===== src/rtl/pwm_wdt_pkg.sv =====
package pwm_wdt_pkg;
  // Strobes from control to datapath, one clock wide each.
  typedef struct packed {
    logic load;   // copy the selected reload value into the counter
    logic dec;    // subtract one from the counter
    logic fire;   // this decrement is the terminal count
  } wdtStrobes_t;
endpackage


===== src/rtl/pwm_wdt_ctrl.sv =====
module pwm_wdt_ctrl
  import pwm_wdt_pkg::*;
(
  input  logic        tick,
  input  logic        kick,
  input  logic        reloadWr,
  input  logic        cntZero,
  input  logic        cntOne,
  output wdtStrobes_t strb
);
  always_comb begin
    strb.load = reloadWr | kick;
    // A load wins over a decrement; a zero count does not move.
    strb.dec  = tick & ~cntZero & ~strb.load;
    strb.fire = strb.dec & cntOne;
  end
endmodule


===== src/rtl/pwm_wdt_dp.sv =====
module pwm_wdt_dp
  import pwm_wdt_pkg::*;
#(
  parameter int CNT_W  = 8,
  parameter int CODE_W = 2,
  parameter logic [CODE_W-1:0] FULL_CODE = '1
) (
  input  logic              clk,
  input  logic              rst,
  input  wdtStrobes_t       strb,
  input  logic              reloadWr,
  input  logic [CNT_W-1:0]  reloadData,
  input  logic              statusClr,
  output logic [CNT_W-1:0]  count,
  output logic              cntZero,
  output logic              cntOne,
  output logic              irqPulse,
  output logic              forceStb,
  output logic [CODE_W-1:0] forceCode,
  output logic              status
);
  localparam logic [CNT_W-1:0] ONE = CNT_W'(1);

  logic [CNT_W-1:0] reloadReg;
  logic [CNT_W-1:0] loadVal;

  // A write in the same cycle as a kick supplies the fresh value.
  assign loadVal = reloadWr ? reloadData : reloadReg;
  assign cntZero = (count == '0);
  assign cntOne  = (count == ONE);

  always_ff @(posedge clk) begin
    if (rst) begin
      reloadReg <= '0;
    end else if (reloadWr) begin
      reloadReg <= reloadData;
    end
  end

  always_ff @(posedge clk) begin
    if (rst) begin
      count <= '0;
    end else if (strb.load) begin
      count <= loadVal;
    end else if (strb.dec) begin
      count <= count - ONE;
    end
  end

  always_ff @(posedge clk) begin
    if (rst) begin
      irqPulse  <= 1'b0;
      forceStb  <= 1'b0;
      forceCode <= '0;
    end else begin
      irqPulse  <= strb.fire;
      forceStb  <= strb.fire;
      forceCode <= strb.fire ? FULL_CODE : '0;
    end
  end

  always_ff @(posedge clk) begin
    if (rst) begin
      status <= 1'b0;
    end else if (strb.fire) begin
      status <= 1'b1;
    end else if (statusClr) begin
      status <= 1'b0;
    end
  end
endmodule


===== src/rtl/pwm_wdt_force.sv =====
module pwm_wdt_force
  import pwm_wdt_pkg::*;
#(
  parameter int CNT_W  = 8,
  parameter int CODE_W = 2,
  parameter logic [CODE_W-1:0] FULL_CODE = '1
) (
  input  logic              clk,
  input  logic              rst,
  input  logic              tick,
  input  logic              reloadWr,
  input  logic [CNT_W-1:0]  reloadData,
  input  logic              kick,
  input  logic              statusClr,
  output logic              irqPulse,
  output logic              forceStb,
  output logic [CODE_W-1:0] forceCode,
  output logic [CNT_W-1:0]  count,
  output logic              status
);
  wdtStrobes_t strb;
  logic        cntZero;
  logic        cntOne;

  pwm_wdt_ctrl u_ctrl (
    .tick     (tick),
    .kick     (kick),
    .reloadWr (reloadWr),
    .cntZero  (cntZero),
    .cntOne   (cntOne),
    .strb     (strb)
  );

  pwm_wdt_dp #(
    .CNT_W     (CNT_W),
    .CODE_W    (CODE_W),
    .FULL_CODE (FULL_CODE)
  ) u_dp (
    .clk        (clk),
    .rst        (rst),
    .strb       (strb),
    .reloadWr   (reloadWr),
    .reloadData (reloadData),
    .statusClr  (statusClr),
    .count      (count),
    .cntZero    (cntZero),
    .cntOne     (cntOne),
    .irqPulse   (irqPulse),
    .forceStb   (forceStb),
    .forceCode  (forceCode),
    .status     (status)
  );
endmodule


===== config.mk =====
export PLATFORM = sky130hd
export DESIGN_NAME = pwm_wdt_force
export DESIGN_NICKNAME = d
export VERILOG_FILES = /design/src/rtl/pwm_wdt_pkg.sv /design/src/rtl/pwm_wdt_ctrl.sv /design/src/rtl/pwm_wdt_dp.sv /design/src/rtl/pwm_wdt_force.sv
export SDC_FILE = /design/constraint.sdc
export NUM_CORES = 1
export LEC_CHECK = 0
export BUFFER_PORTS_ARGS = -buffer_cell sky130_fd_sc_hd__buf_4
export CELL_PAD_IN_SITES_DETAIL_PLACEMENT = 0
export CELL_PAD_IN_SITES_GLOBAL_PLACEMENT = 1
export CORE_AREA = 10 10 77 53
export CTS_CLUSTER_SIZE = 14
export DETAILED_ROUTE_END_ITERATION = 12
export DIE_AREA = 0 0 87 63
export GPL_ROUTABILITY_DRIVEN = 0
export PLACE_DENSITY = 0.72
export SYNTH_ARGS = -nofsm -noshare
export SYNTH_HDL_FRONTEND = slang
export SYNTH_SLANG_ARGS = --single-unit

===== constraint.sdc =====
create_clock -name clk -period 2.1 [get_ports clk]
set_clock_uncertainty 0.2 [all_clocks]
set_input_delay 0.105 -clock clk [delete_from_list [all_inputs] [get_ports clk]]
set_output_delay 0.105 -clock clk [all_outputs]
set_load 0.02 [all_outputs]

==> impl_metrics.py <==
metrics = {
    "run_status": {
        "status": "finished clean",
    },
    "yosys": {
        "ys_ff_latch": 18,
        "synth-async-reset-ratio_pct": 0,
        "synth_cell_type_count": 30,
        "synth_warnings": 0,
        "yosys.area.top_type": "dfxtp_1",
        "synth_area_leaders": "dfxtp_1 38%, mux2i_1 8.5%, nor2_1 5.6%, a21oi_1 4.8%, xnor2_1 4.7%",
        "yosysSeqAreaShare_pct": 38.3,
        "synth_flop_cell": "dfxtp_1",
        "syn_area_um2": 940,
        "syn_nets": 124,
        "syn_inst": 107,
        "synth_top_area_share_pct": 38.3,
        "syn_avg_cell_area_um2": 8.78,
        "synth_edf_count": 0,
    },
    "setup_path": {
        "slowest_delay_ps": 450,
        "critical_path.max_fanout": 4,
        "r2r_cells": 7,
        "r2r_end": "u_dp.count[2]$_SDFFE_PP0P_",
        "crit_family": "simple AND/OR/NAND/NOR gates",
        "startpoint": "u_dp.count[0]$_SDFFE_PP0P_",
        "path_cells": "inv_1, ha_1, inv_1, o41ai_4, buf_4, or3b_2, a211oi_1",
        "regToRegSetupSlack_ps": 130,
        "arrival_ps": 1930,
        "worst-setup-path-type": "register to register",
        "path_common_cell": "inv_1",
        "end_kind": "register",
        "crit_path_start_kind": "register",
        "rr_startpoint": "u_dp.count[0]$_SDFFE_PP0P_",
        "slowest_stage": "or3b_2",
        "required_ps": 2070,
        "critPathBufInv": 3,
    },
    "clock_tree": {
        "post_cts_buffers": 0,
        "cts_root_buf": "clkbuf_8",
        "clock_latency_ps": 260,
        "cts_tree": "yes",
        "htreeDepth": 1,
        "cts.sinks": 18,
        "clockBufferDepth": 2,
        "cts_buffers": 3,
        "clk_pin_slew_ps": 70,
    },
    "routing": {
        "vias": 924,
        "wl_per_cell_um": 14.1,
        "drt_iter0_markers": 39,
        "drc": 0,
        "via_per_inst": 5.05,
        "dr.pass1.iters": 4,
        "antenna_left": 0,
        "wl_um": 2580,
    },
    "floorplanning": {
        "row_count": 15,
        "die_area_mm2": 0.00548,
        "initial_utilization_pct": 34.5,
        "placeableCoreArea_mm2": 0.00272,
        "die_x_um": 87,
        "die_y_um": 63,
        "ioPinCount": 27,
    },
    "global_route": {
        "grt_pass1_wl_um": 4440,
        "grt_max_degree": 26,
        "antenna_found_initial": 0,
        "grt_pass1_vias": 910,
        "gr-usage-all-layers_pct": 9.81,
        "grt_remaining_overflow": 0,
    },
    "hold_path": {
        "holdPathStages": 3,
        "hold_class": "input pin to register",
        "hold_start": "kick",
        "hold_path_end": "u_dp.count[5]$_SDFFE_PP0P_",
    },
    "layout": {
        "regArea_um2": 365,
        "nets": 167,
        "drive_gt1_share_pct": 27.5,
        "nFillCells": 261,
        "synthToLayoutAreaGrowth_pct": 49.5,
        "multiInputGateArea_um2": 512,
        "final_util_pct": 51.6,
        "n_antenna_cell": 0,
    },
    "power": {
        "ir_worst_vdd_mv": 0.421,
        "power_density_mw_per_mm2": 646,
        "power_leakage_nw": 0.617,
    },
    "sta": {
        "finalSetupViolCount": 0,
        "min_period_ps": 1970,
        "tightest_slew_ps": 332,
        "period_share_pct": 93.6,
        "hold_violations": 0,
        "fin_tns_setup_ps": 0,
        "rsz0062_at_grt": "false",
        "setup_slack_ps": 135,
        "slew_headroom_pct": 77.7,
        "max_freq_ghz": 0.509,
        "timing.final.max_slew_violations": 0,
    },
    "flow_run": {
        "maxCapViolations": 0,
    },
    "placement": {
        "port_buffers": 26,
        "dp_slack_ps": 94.3,
        "dp.final_hpwl_um": 1810,
    },
}
==> kinds of logic (layout without fill, tap and decap cells) <==
| kind of cell | after synthesis | count (layout) | share of synthesized area, % |
|---|---|---|---|
| buf+inv | 15 | 57 | 7.19 |
| flops | 18 | 18 | 38.3 |
| simple gates | 33 | 33 | 18.1 |
| mux | 8 | 8 | 8.52 |
| compound gates | 25 | 25 | 19.2 |
| xor+xnor | 5 | 5 | 4.66 |
| fa+ha+maj | 3 | 3 | 4.00 |
==> cell usage in the layout (no fill, tap or decap), types with 2 or more instances in the layout <==
cell type	count
o22ai_1	2
dlygate4sd3_1	19
nor3b_1	3
nand2_1	2
dfxtp_1	14
nor3_1	5
buf_4	30
a211oi_1	2
mux2i_1	8
dfxtp_2	4
o32ai_1	2
nor2_1	14
a22oi_1	2
inv_1	4
nor4_1	3
clkbuf_8	4
xnor2_1	5
ha_1	3
a21oi_1	9
o21ai_0	3
==> power breakdown <==
part | switching (mW) | internal (mW) | total (mW)
Clock | 0.121 | 0.167 | 0.288
Sequential | 0.0197 | 0.364 | 0.384
Combinational | 0.112 | 0.124 | 0.236
Total | 0.253 | 0.655 | 0.908
==> per-layer routing <==
layer  global-route usage (%)  wire length, um  share of wire, %  up-vias
met5                        0                0                 0        -
li1                         -                -                 -      469
met4                     2.42               23              0.89        0
met1                     11.8             1270                49      425
met3                     4.95              186               7.2        4
met2                     15.0             1100                43       26
==> cell usage after synthesis (4+ instances only) <==
library cell,n
a21oi_1,9
clkbuf_1,7
dfxtp_1,18
inv_1,4
mux2i_1,8
nor2_1,14
nor3_1,5
xnor2_1,5
==> flip-flops by register name (all words and copies together) (netlist names) <==
signal / flops
u_dp.count: 8
u_dp.reloadReg: 8
u_dp.forceCode: 1
u_dp.status: 1
==> worst reg2reg max path, cell delays in order, from the launching register on <==
cell	delay, ps
dfxtp_2	360
inv_1	90
ha_1	200
inv_1	110
o41ai_4	100
buf_4	160
or3b_2	450
a211oi_1	200
==> final cells by class <==
class                      count  share of cell area [%]
tap                           34                    3.03
sequential                    18                    26.0
timing repair buffer          49                    29.6
clock buffer                   4                    3.92
inverter                       4                    1.07
multi-input combinational     74                    36.4
==> worst max path at each step <==
stage | slack [ps] | to | cells after the start
finish | 130 | u_dp.count[2]$_SDFFE_PP0P_ | 7
global route | 10 | u_dp.count[2]$_SDFFE_PP0P_ | 7
CTS | 70 | u_dp.count[2]$_SDFFE_PP0P_ | 7
detailed placement | 90 | u_dp.count[2]$_SDFFE_PP0P_ | 7
global placement | 120 | u_dp.count[2]$_SDFFE_PP0P_ | 7
floorplan | 30 | u_dp.count[3]$_SDFFE_PP0P_ | 5
==> per-stage QoR <==
step / cell area [um2] / instances / power [mW] / hold slack (ps)
floorplan: 940 / 107 / 0.521 / 52.2
global placement: 1150 / 160 / 0.596 / 152
detailed placement: 1150 / 160 / 0.597 / 163
CTS: 1400 / 183 / 0.917 / 19.7
global route: 1410 / 183 / 0.962 / 64.6
finish: 1410 / 183 / 0.908 / 12.1
==> repair_timing <==
item | 4_1_cts | 5_1_grt
gates resized for setup | 0 | 4
hold buffers | 19 | 0
hold endpoints to repair | 16 | 0
setup endpoints to repair | 0 | 2
Note: power is estimated with default switching activity, not from simulation.
